==> src/rtl/fcmd_pkg.sv <==
package fcmd_pkg;
  typedef enum logic [2:0] {
    OP_WORD_PROG    = 3'd0,
    OP_PAGE_PROG    = 3'd1,
    OP_BUF_TO_ARRAY = 3'd2,
    OP_BLOCK_ERASE  = 3'd3,
    OP_ERASE_ALL    = 3'd4,
    OP_BUF_CLEAR    = 3'd5,
    OP_BUF_LOAD     = 3'd6,
    OP_ARRAY_TO_BUF = 3'd7
  } op_e;

  typedef enum logic [2:0] {
    S_IDLE, S_BLK_A, S_KEY_B, S_BLK_B, S_KEY_C, S_OPC, S_OPND, S_PAGE
  } st_e;

  localparam logic [7:0] KEY_A = 8'h60;
  localparam logic [7:0] KEY_B = 8'hAC;
  localparam logic [7:0] KEY_C = 8'h78;
endpackage

==> src/rtl/fcmd_opc_map.sv <==
module fcmd_opc_map
  import fcmd_pkg::*;
(
  input  logic [7:0] opc_byte,
  output logic       opc_valid,
  output op_e        opc_op
);
  always_comb begin
    opc_valid = 1'b1;
    opc_op    = OP_WORD_PROG;
    unique case (opc_byte)
      8'h40:   opc_op = OP_WORD_PROG;
      8'h41:   opc_op = OP_PAGE_PROG;
      8'h0E:   opc_op = OP_BUF_TO_ARRAY;
      8'h20:   opc_op = OP_BLOCK_ERASE;
      8'hA7:   opc_op = OP_ERASE_ALL;
      8'h55:   opc_op = OP_BUF_CLEAR;
      8'h74:   opc_op = OP_BUF_LOAD;
      8'hF1:   opc_op = OP_ARRAY_TO_BUF;
      default: opc_valid = 1'b0;
    endcase
  end
endmodule

==> src/rtl/fcmd_page_track.sv <==
module fcmd_page_track #(
  parameter int OFF_W = 7
) (
  input  logic             clk,
  input  logic             rst_n,
  input  logic             clr,
  input  logic             adv,
  output logic [OFF_W-1:0] expect_off,
  output logic             last_word
);
  logic [OFF_W-1:0] cnt_q, cnt_n;
  logic             cnt_en;

  always_comb begin
    cnt_en = clr | adv;
    cnt_n  = clr ? '0 : cnt_q + 1'b1;
  end

  always_ff @(posedge clk or negedge rst_n) begin
    if (!rst_n)      cnt_q <= '0;
    else if (cnt_en) cnt_q <= cnt_n;
  end

  assign expect_off = cnt_q;
  assign last_word  = &cnt_q;

  // clearing and advancing never happen on the same write
  a_r7_no_clr_adv: assert property (@(posedge clk) disable iff (!rst_n)
    !(clr && adv));
endmodule

==> src/rtl/fcmd_unlock_decoder.sv <==
module fcmd_unlock_decoder
  import fcmd_pkg::*;
#(
  parameter int ADDR_W    = 22,
  parameter int DATA_W    = 16,
  parameter int BANK_W    = 2,
  parameter int BLK_W     = 7,
  parameter int OFF_W     = 7,
  parameter int ERASE_LSB_BANK0 = 12,
  parameter int ERASE_LSB_OTHER = 15
) (
  input  logic              clk,
  input  logic              rst_n,
  input  logic              wr_en,
  input  logic [ADDR_W-1:0] wr_addr,
  input  logic [DATA_W-1:0] wr_data,
  output logic              op_start,
  output logic [2:0]        op_code,
  output logic [BLK_W-1:0]  op_block,
  output logic [ADDR_W-1:0] op_addr,
  output logic [DATA_W-1:0] op_data,
  output logic              page_wr_valid,
  output logic [OFF_W-1:0]  page_wr_offset,
  output logic              seq_err
);
  localparam logic [ADDR_W-1:0] ONES = {ADDR_W{1'b1}};
  localparam logic [ADDR_W-1:0] MASK_BANK0 = ONES << ERASE_LSB_BANK0;
  localparam logic [ADDR_W-1:0] MASK_OTHER = ONES << ERASE_LSB_OTHER;

  st_e               st_q, st_n;
  logic [BANK_W-1:0] bank_q, bank_n;
  logic [BLK_W-1:0]  blk_q, blk_n;
  op_e               op_q, op_n;
  logic [ADDR_W-1:0] addr_q, addr_n;
  logic [DATA_W-1:0] data_q, data_n;
  logic [OFF_W-1:0]  off_q, off_n;
  logic              start_n, err_n, pw_n;
  logic              start_q, err_q, pw_q;

  logic [BANK_W-1:0] bank_in;
  logic [7:0]        lo;
  logic              bank_ok, blk_ok;
  logic              opc_valid;
  op_e               opc_op;
  logic              trk_clr, trk_adv, trk_last;
  logic [OFF_W-1:0]  trk_exp;
  logic [ADDR_W-1:0] erase_mask;

  assign bank_in    = wr_addr[ADDR_W-1 -: BANK_W];
  assign lo         = wr_data[7:0];
  assign bank_ok    = (bank_in == bank_q);
  assign blk_ok     = ~lo[7];
  assign erase_mask = (bank_in == '0) ? MASK_BANK0 : MASK_OTHER;

  fcmd_opc_map u_opc_map (
    .opc_byte (lo),
    .opc_valid(opc_valid),
    .opc_op   (opc_op)
  );

  fcmd_page_track #(.OFF_W(OFF_W)) u_page_track (
    .clk       (clk),
    .rst_n     (rst_n),
    .clr       (trk_clr),
    .adv       (trk_adv),
    .expect_off(trk_exp),
    .last_word (trk_last)
  );

  always_comb begin
    st_n = st_q;   bank_n = bank_q; blk_n = blk_q;  op_n = op_q;
    addr_n = addr_q; data_n = data_q; off_n = off_q;
    start_n = 1'b0; err_n = 1'b0; pw_n = 1'b0;
    trk_clr = 1'b0; trk_adv = 1'b0;
    if (wr_en) begin
      unique case (st_q)
        S_IDLE: if (lo == KEY_A) begin
          bank_n = bank_in;
          st_n   = S_BLK_A;
        end
        S_BLK_A: if (bank_ok && blk_ok) begin
          blk_n = lo[BLK_W-1:0];
          st_n  = S_KEY_B;
        end else err_n = 1'b1;
        S_KEY_B: if (bank_ok && lo == KEY_B) st_n = S_BLK_B;
                 else err_n = 1'b1;
        S_BLK_B: if (bank_ok && blk_ok && lo[BLK_W-1:0] == blk_q) st_n = S_KEY_C;
                 else err_n = 1'b1;
        S_KEY_C: if (bank_ok && lo == KEY_C) st_n = S_OPC;
                 else err_n = 1'b1;
        S_OPC: if (bank_ok && opc_valid) begin
          op_n    = opc_op;
          trk_clr = 1'b1;
          st_n    = S_OPND;
        end else err_n = 1'b1;
        S_OPND: begin
          if (!bank_ok) err_n = 1'b1;
          else if (op_q == OP_PAGE_PROG) begin
            if (wr_addr[OFF_W-1:0] == trk_exp) begin
              addr_n  = wr_addr;
              data_n  = wr_data;
              off_n   = trk_exp;
              pw_n    = 1'b1;
              trk_adv = 1'b1;
              st_n    = S_PAGE;
            end else err_n = 1'b1;
          end else begin
            addr_n  = (op_q == OP_BLOCK_ERASE) ? (wr_addr & erase_mask) : wr_addr;
            data_n  = wr_data;
            start_n = 1'b1;
            st_n    = S_IDLE;
          end
        end
        S_PAGE: if (wr_addr[ADDR_W-1:OFF_W] == addr_q[ADDR_W-1:OFF_W] &&
                    wr_addr[OFF_W-1:0] == trk_exp) begin
          data_n  = wr_data;
          off_n   = trk_exp;
          pw_n    = 1'b1;
          trk_adv = 1'b1;
          if (trk_last) begin
            start_n = 1'b1;
            st_n    = S_IDLE;
          end
        end else err_n = 1'b1;
        default: st_n = S_IDLE;
      endcase
      if (err_n) st_n = S_IDLE;
    end
  end

  always_ff @(posedge clk or negedge rst_n) begin
    if (!rst_n) begin
      st_q <= S_IDLE; bank_q <= '0; blk_q <= '0; op_q <= OP_WORD_PROG;
      addr_q <= '0; data_q <= '0; off_q <= '0;
      start_q <= 1'b0; err_q <= 1'b0; pw_q <= 1'b0;
    end else begin
      if (wr_en) begin
        st_q <= st_n; bank_q <= bank_n; blk_q <= blk_n; op_q <= op_n;
        addr_q <= addr_n; data_q <= data_n; off_q <= off_n;
      end
      start_q <= start_n;
      err_q   <= err_n;
      pw_q    <= pw_n;
    end
  end

  assign op_start       = start_q;
  assign seq_err        = err_q;
  assign page_wr_valid  = pw_q;
  assign page_wr_offset = off_q;
  assign op_code        = op_q;
  assign op_block       = blk_q;
  assign op_addr        = addr_q;
  assign op_data        = data_q;

  // dispatch lasts one clock
  a_r6_start_one_clock: assert property (@(posedge clk) disable iff (!rst_n)
    op_start |=> !op_start);
  // an abort never dispatches
  a_r4_err_no_start: assert property (@(posedge clk) disable iff (!rst_n)
    seq_err |-> !op_start);
  // an abort pulse lasts one clock
  a_r4_err_one_clock: assert property (@(posedge clk) disable iff (!rst_n)
    seq_err |=> !seq_err);
  // page dispatch coincides with the final word
  a_r7_page_end: assert property (@(posedge clk) disable iff (!rst_n)
    (op_start && op_code == OP_PAGE_PROG) |-> (page_wr_valid && &page_wr_offset));
  // erase address has no bits below the block field
  a_r8_erase_mask: assert property (@(posedge clk) disable iff (!rst_n)
    (op_start && op_code == OP_BLOCK_ERASE) |-> (op_addr[ERASE_LSB_BANK0-1:0] == '0));
endmodule

==> config.mk <==
export PLATFORM = sky130hd
export DESIGN_NAME = fcmd_unlock_decoder
export DESIGN_NICKNAME = d
export VERILOG_FILES = /design/src/rtl/fcmd_pkg.sv /design/src/rtl/fcmd_opc_map.sv /design/src/rtl/fcmd_page_track.sv /design/src/rtl/fcmd_unlock_decoder.sv
export SDC_FILE = /design/constraint.sdc
export NUM_CORES = 1
export LEC_CHECK = 0
export ABC_AREA = 1
export BUFFER_PORTS_ARGS = -buffer_cell sky130_fd_sc_hd__buf_2
export CORE_MARGIN = 4
export CORE_UTILIZATION = 53
export CTS_CLUSTER_DIAMETER = 40
export CTS_CLUSTER_SIZE = 20
export DETAILED_ROUTE_END_ITERATION = 8
export GPL_TIMING_DRIVEN = 1
export PLACE_DENSITY = 0.8
export SYNTH_ARGS = -nofsm -noshare
export SYNTH_HDL_FRONTEND = slang
export SYNTH_SLANG_ARGS = --single-unit
==> constraint.sdc <==
create_clock -name clk -period 2.4 [get_ports clk]
set_clock_uncertainty 0.2 [all_clocks]
set_input_delay 0.12 -clock clk [delete_from_list [all_inputs] [get_ports clk]]
set_output_delay 0.12 -clock clk [all_outputs]
set_load 0.02 [all_outputs]
==> Word level (Yosys, flattened, before mapping) <==
Cells that the tools add are included.
{ "word_totals": {"reg_bits": 70, "latchBits": 0, "mem_bits_rw": 0, "mem_bits_ro": 0, "wordCells": 130, "mem_count": 0} }
{ "op_classes": {"n_addsub": 1, "multipliers": 0, "n_div": 0, "magnitude_cmp": 0, "n_eq_ne": 40, "shift": 0, "mux": 57, "bitwise": 3, "reduce_logical": 18} }
{ "ops": {"columns": ["op", "n"], "rows": [
  ["$mux 22", 3],
  ["$mux 16", 4],
  ["$eq 8x7->1 const B", 6],
  ["$mux 3", 12],
  ["$mux 7", 5],
  ["$pmux 16 s2", 1],
  ["$ne 3x3->1 const B", 10],
  ["$mux 1", 25],
  ["$eq 8x8->1 const B", 3],
  ["$pmux 3 s8", 1],
  ["$and 22x22->22", 1],
  ["$pmux 3 s7", 1],
  ["$eq 15x15->1", 1],
  ["$mux 15", 1],
  ["$eq 7x7->1", 2],
  ["$pmux 7 s2", 1],
  ["$eq 3x3->1 const B", 4],
  ["$reduce_and 11->1", 1],
  ["$eq 3x2->1 const B", 3],
  ["$reduce_and 3->1", 3],
  ["$eq 8x4->1 const B", 1],
  ["$eq 8x6->1 const B", 1],
  ["$ne 2x2->1 const B", 4],
  ["$reduce_or 8->1", 1],
  ["other kinds (17)", 24]
]} }

==> Longest topological paths before layout <==
{ "logic_depth": {"depth_word": 9, "ltp_mapped": 16} }

==> Cells and area by module <==
From an unflattened synthesis, not the netlist that was laid out.
{ "unflattened": {"hier_cells": 549, "area_unflattened_um2": 4001.3} }
{ "modules_own_cells": {"columns": ["module", "instances", "cells_each", "area_each_um2", "seq_area_each_um2"], "rows": [
  ["fcmd_unlock_decoder", 1, 443, 3370.7, 1576.5],
  ["fcmd_page_track", 1, 51, 391.6, 175.2],
  ["fcmd_opc_map", 1, 55, 239.0, 0.0]
]} }

==> Least setup slack after synthesis <==
No wires, ideal clock.
{ "synth_path": {"kind": "register to register", "from": "register addr_q[15], in the netlist op_addr[15]", "to": "register data_q[11], in the netlist op_data[11]", "setup_time_ns": 0.125, "arrival_ns": 1.672, "required_ns": 2.075, "setup_slack_ns": 0.403, "stages_incl_launch_ff": 12, "synth_period_minus_slack_ns": 1.997, "path_cell_list": "dfrtp_1 -> inv_1 -> nand2_1 -> nand2_1 -> nor2_1 -> nand2_1 -> nor2_1 -> nand3_1 -> nand2_1 -> nand4_4 -> buf_6 -> mux2_4"} }
{ "synth_via": {"elab_chain_cells": 4} }
{ "synth_lines": {"columns": ["element", "line_no", "source"], "rows": [
  ["start, declared", "fcmd_unlock_decoder.sv:34", "logic [ADDR_W-1:0] addr_q, addr_n;"],
  ["start signal, assigned", "fcmd_unlock_decoder.sv:139", "addr_q <= addr_n; data_q <= data_n; off_q <= off_n;"],
  ["$eq 15x15->1", "fcmd_unlock_decoder.sv:114", "S_PAGE: if (wr_addr[ADDR_W-1:OFF_W] == addr_q[ADDR_W-1:OFF_W] &&"],
  ["$logic_and 1x1->1", "fcmd_unlock_decoder.sv:114", null],
  ["$ne 2x2->1 (no line)", null, null],
  ["$reduce_and 5->1 (no line)", null, null],
  ["end signal, assigned", "fcmd_unlock_decoder.sv:139", null],
  ["end, declared", "fcmd_unlock_decoder.sv:35", "logic [DATA_W-1:0] data_q, data_n;"]
]} }
No other way between the ends.
A chain may end at the register's enable or synchronous reset.

==> Worst setup path in the final report <==
{ "layout_path": {"from": "input wr_data[1]", "to": "register u_page_track.cnt_q[1], in the netlist u_page_track.expect_off[1]"} }
{ "layout_via": {"elab_chain_cells": 8} }
{ "layout_lines": {"columns": ["element", "line_no", "source"], "rows": [
  ["start, declared", "fcmd_unlock_decoder.sv:16", "input logic [DATA_W-1:0] wr_data,"],
  ["$eq 8x7->1, or another cell as far along", "fcmd_opc_map.sv:11", "unique case (opc_byte)"],
  ["$reduce_or 8->1 (no line) *", null, null],
  ["$mux 1 *", "fcmd_opc_map.sv:11", null],
  ["$logic_and 1x1->1 *", "fcmd_unlock_decoder.sv:91", "S_OPC: if (bank_ok && opc_valid) begin"],
  ["$mux 1 *", "fcmd_unlock_decoder.sv:91", null],
  ["$mux 1 *", "fcmd_unlock_decoder.sv:76", "unique case (st_q)"],
  ["$mux 1 *", "fcmd_unlock_decoder.sv:75", "if (wr_en) begin"],
  ["$mux 7 / $or 1x1->1 (equally long branches)", "fcmd_page_track.sv:16, fcmd_page_track.sv:15", null],
  ["end signal, assigned", "fcmd_page_track.sv:21", "else if (cnt_en) cnt_q <= cnt_n;"],
  ["end, declared", "fcmd_page_track.sv:11", "logic [OFF_W-1:0] cnt_q, cnt_n;"]
]} }
Mark *: on every way between the ends. The rest lies on a longest branch, timed or not.

==> results.md <==
* Cell Pwr Density at 825 nW/um^2
* Leak at 0.00280 uW
* DRC Markers at 0
* DR iter-0 viols at 216
* Worst Path Required at 2.42 ns
* Total global-route track usage at 23.5%
* CTS tree: built
* Seq pwr share at 39.4%
* Max_slew headroom at 42.5%
* Share of cells above drive strength 1 at 22.2%
* Vias in the first global route at 3655
* Status: complete, no violations
* Final WS setup at 0.152 ns
* IO Port Bufs at 98
* Maximum level of the CTS H-tree at 3
* Register bit total from synthesis at 70
* Fin crit share at 93.7%
* Peak VDD IR at 627 uV
* Cell variety after synth at 30
* Net Count, Synth at 551
* Antenna Cells at 0
* Design Area, Final at 5070 um^2
* Post-synthesis cell count at 509
* Post-DP HPWL at 6.85 mm
* Drt total wl at 9.59 mm
* Initial core utilization at 55.1%
* Pre-CTS WS at 0.211 ns
* Crit path from: wr_data[1]
* Placed instance area at 4390 um^2
* ANT nets after route at 0
* Clock Path Buffers at 2
* Average wire per cell in the routed design at 12.7 um
* Combinational power share at 33.7%
* Crit path launch type: input pin
* Hold slack final at 0.239 ns
* Mapped Avg Cell Area at 7.44 um^2
* Width of the die at 92.5 um
* Clock Power Share at 26.9%
* Seq/Total Area, Yosys at 46.3%
* Final Hold Vio Count at 0
* Net switching power at 1480 uW
* Final Net Count at 699
* CTS Buf Count at 9
* Synth warn at 0
* RePlAce Congestion at 0.944
* Die area at 8560 um^2
* Max-cap violations at 0
* Setup-failing EPs final at 0
* Worst setup EP type: flop
* Row count at 30
* Pin count of the biggest net entering global routing at 71
* P_int at 2700 uW
* R2R Path Start: u_page_track.expect_off[5]$_DFFE_PN0P_
* Post-layout min period at 2.25 ns
* Chip height at 92.5 um
* # clock sinks at 70
* First-pass GRT wire length at 16.4 mm
* TritonRoute pass-1 iters at 6
* Switching Share at 35.5%
* Initial antenna violation count at 0
* HP Class: input pin to async pin
* Slew Limit Fails at 0
* Commonest non-fill, non-tap cell in the layout: nand2_1
* Critical path type: input pin to flop
* Fmax at 0.445 GHz
* Arr. time, crit path at 2.26 ns
* Mapped cell area at 3790 um^2
* Worst Tran Pin Value at 0.862 ns
* Vias at 3733
* Grt total ovfl at 0
* Core region area at 6870 um^2
* Worst-skew pair later-pin latency at 0.34 ns
* Area grow syn2layout at 33.8%
* I/O Pins at 99
* Worst Path Max Fanout at 9
* Reg clk slew, reported paths at 0.07 ns
* Root Driver: clkbuf_8
* Fill cells at 517
* Vias per cell at 4.93
* Most frequent cells in the layout: nand2_1 (172), buf_2 (97), dfrtp_1 (70)
[area by class of cell]
cell class	count	area, um^2	area share, %
flip-flops and latches	70	1750	34.6
multi-input cells	360	1750	34.5
repair buffers	145	946	18.7
inverters	71	267	5.26
clock buffers	11	141	2.79
well taps	96	120	2.37
clock inverters	4	95.1	1.88
[sequential cells by signal, indices dropped and copies added, names as in the netlist]
| signal | cells |
|---|---|
| op_code | 3 |
| page_wr_offset | 7 |
| op_addr | 22 |
| page_wr_valid | 1 |
| seq_err | 1 |
| u_page_track.expect_off | 7 |
| bank_q | 2 |
| op_data | 16 |
| op_block | 7 |
| st_q | 3 |
| op_start | 1 |
[power by group through the flow]
stage | registers [uW] | logic [uW] | clock network, uW
3_3_place_gp | 1650 | 1310 | 0
3_5_place_dp | 1660 | 1340 | 0
5_1_grt | 1680 | 1550 | 1210
2_1_floorplan | 1930 | 602 | 0
4_1_cts | 1640 | 1390 | 1160
6_report | 1650 | 1410 | 1130
[synth_stat cells]
master | number | area, um^2
nand2_1 | 172 | 646
dfrtp_1 | 70 | 1750
inv_1 | 64 | 240
o21ai_0 | 47 | 235
nor2_1 | 46 | 173
nand3_1 | 26 | 130
nor3_1 | 11 | 55.1
xnor2_1 | 10 | 87.6
o21ai_1 | 8 | 40.0
inv_2 | 7 | 26.3
clkbuf_1 | 6 | 22.5
o31ai_1 | 6 | 45.0
a21oi_1 | 4 | 20.0
mux2_2 | 4 | 45.0
mux2_4 | 4 | 60.1
nor4_1 | 4 | 25.0
xor2_1 | 4 | 35.0
nand2_2 | 2 | 12.5
nand4_1 | 2 | 12.5
nor2_4 | 2 | 22.5
a31oi_1 | 1 | 6.26
buf_2 | 1 | 5.00
buf_6 | 1 | 11.3
ha_1 | 1 | 12.5
nand3_2 | 1 | 10.0
nand4_4 | 1 | 21.3
nor3_4 | 1 | 16.3
o211ai_1 | 1 | 7.51
or2_1 | 1 | 6.26
or2_2 | 1 | 6.26
[timing repair]
action / 4_1_cts / 5_1_grt
gates resized for setup: 0 / 5
hold endpoints to repair: 118 / 0
hold buffers: 40 / 0
endpoints found under the setup margin: 0 / 8
setup buffers: 0 / 3
[critical path, cell delays in order]
cell and delay, ns:
dlygate4sd3_1 0.55, buf_2 0.15, inv_1 0.15, nand2_1 0.11, nor2_1 0.15, nand2_1 0.09, nand2_1 0.08, nor2_1 0.05
nand2_1 0.07, nand3_1 0.29, nand2_1 0.32, o21ai_0 0.12
[through the flow]
stage               util (%)  TNS (ns)  power [uW]  instances
detailed placement      63.9         0        2990        699
CTS                     73.2         0        4190        754
global placement        63.9         0        2960        699
finish                  73.8         0        4180        757
global route            73.8   -0.0285        4440        757
floorplan                  -         0        2530        509
[metal layers]
layer  vias to the layer above  global-route usage [%]  part of all wire, %
met5                         -                       0                    0
met4                         0                    7.18                  1.7
met3                        18                    5.36                  5.9
met2                       113                    39.8                   48
met1                      1702                    30.0                   45
li1                       1900                       -                    -
[cells by family (layout without fill, tap and decap cells)]
group / count (synthesis) / count (layout) / share of synthesized area [%]
mux: 8 / 8 / 2.78
compound gates: 67 / 67 / 9.35
flops: 70 / 70 / 46.3
xor+xnor: 14 / 14 / 3.24
fa+ha+maj: 1 / 1 / 0.330
buf+inv: 79 / 231 / 8.06
simple gates: 270 / 270 / 30.0
[worst paths after layout]
kind / slack (ns) / depth (start not counted) / end
setup / recovery: 0.15 / 12 / u_page_track.expect_off[1]$_DFFE_PN0P_
hold / removal: 0.24 / 2 / op_addr[1]$_DFFE_PN0P_
setup reg to reg: 0.22 / 10 / op_data[13]$_DFFE_PN0P_
hold reg to reg: 0.28 / 2 / op_data[3]$_DFFE_PN0P_
max in group asynchronous: 1.20 / 2 / op_data[10]$_DFFE_PN0P_
min in group clk: 0.28 / 2 / op_data[3]$_DFFE_PN0P_
(Power assumes the default switching activity.)
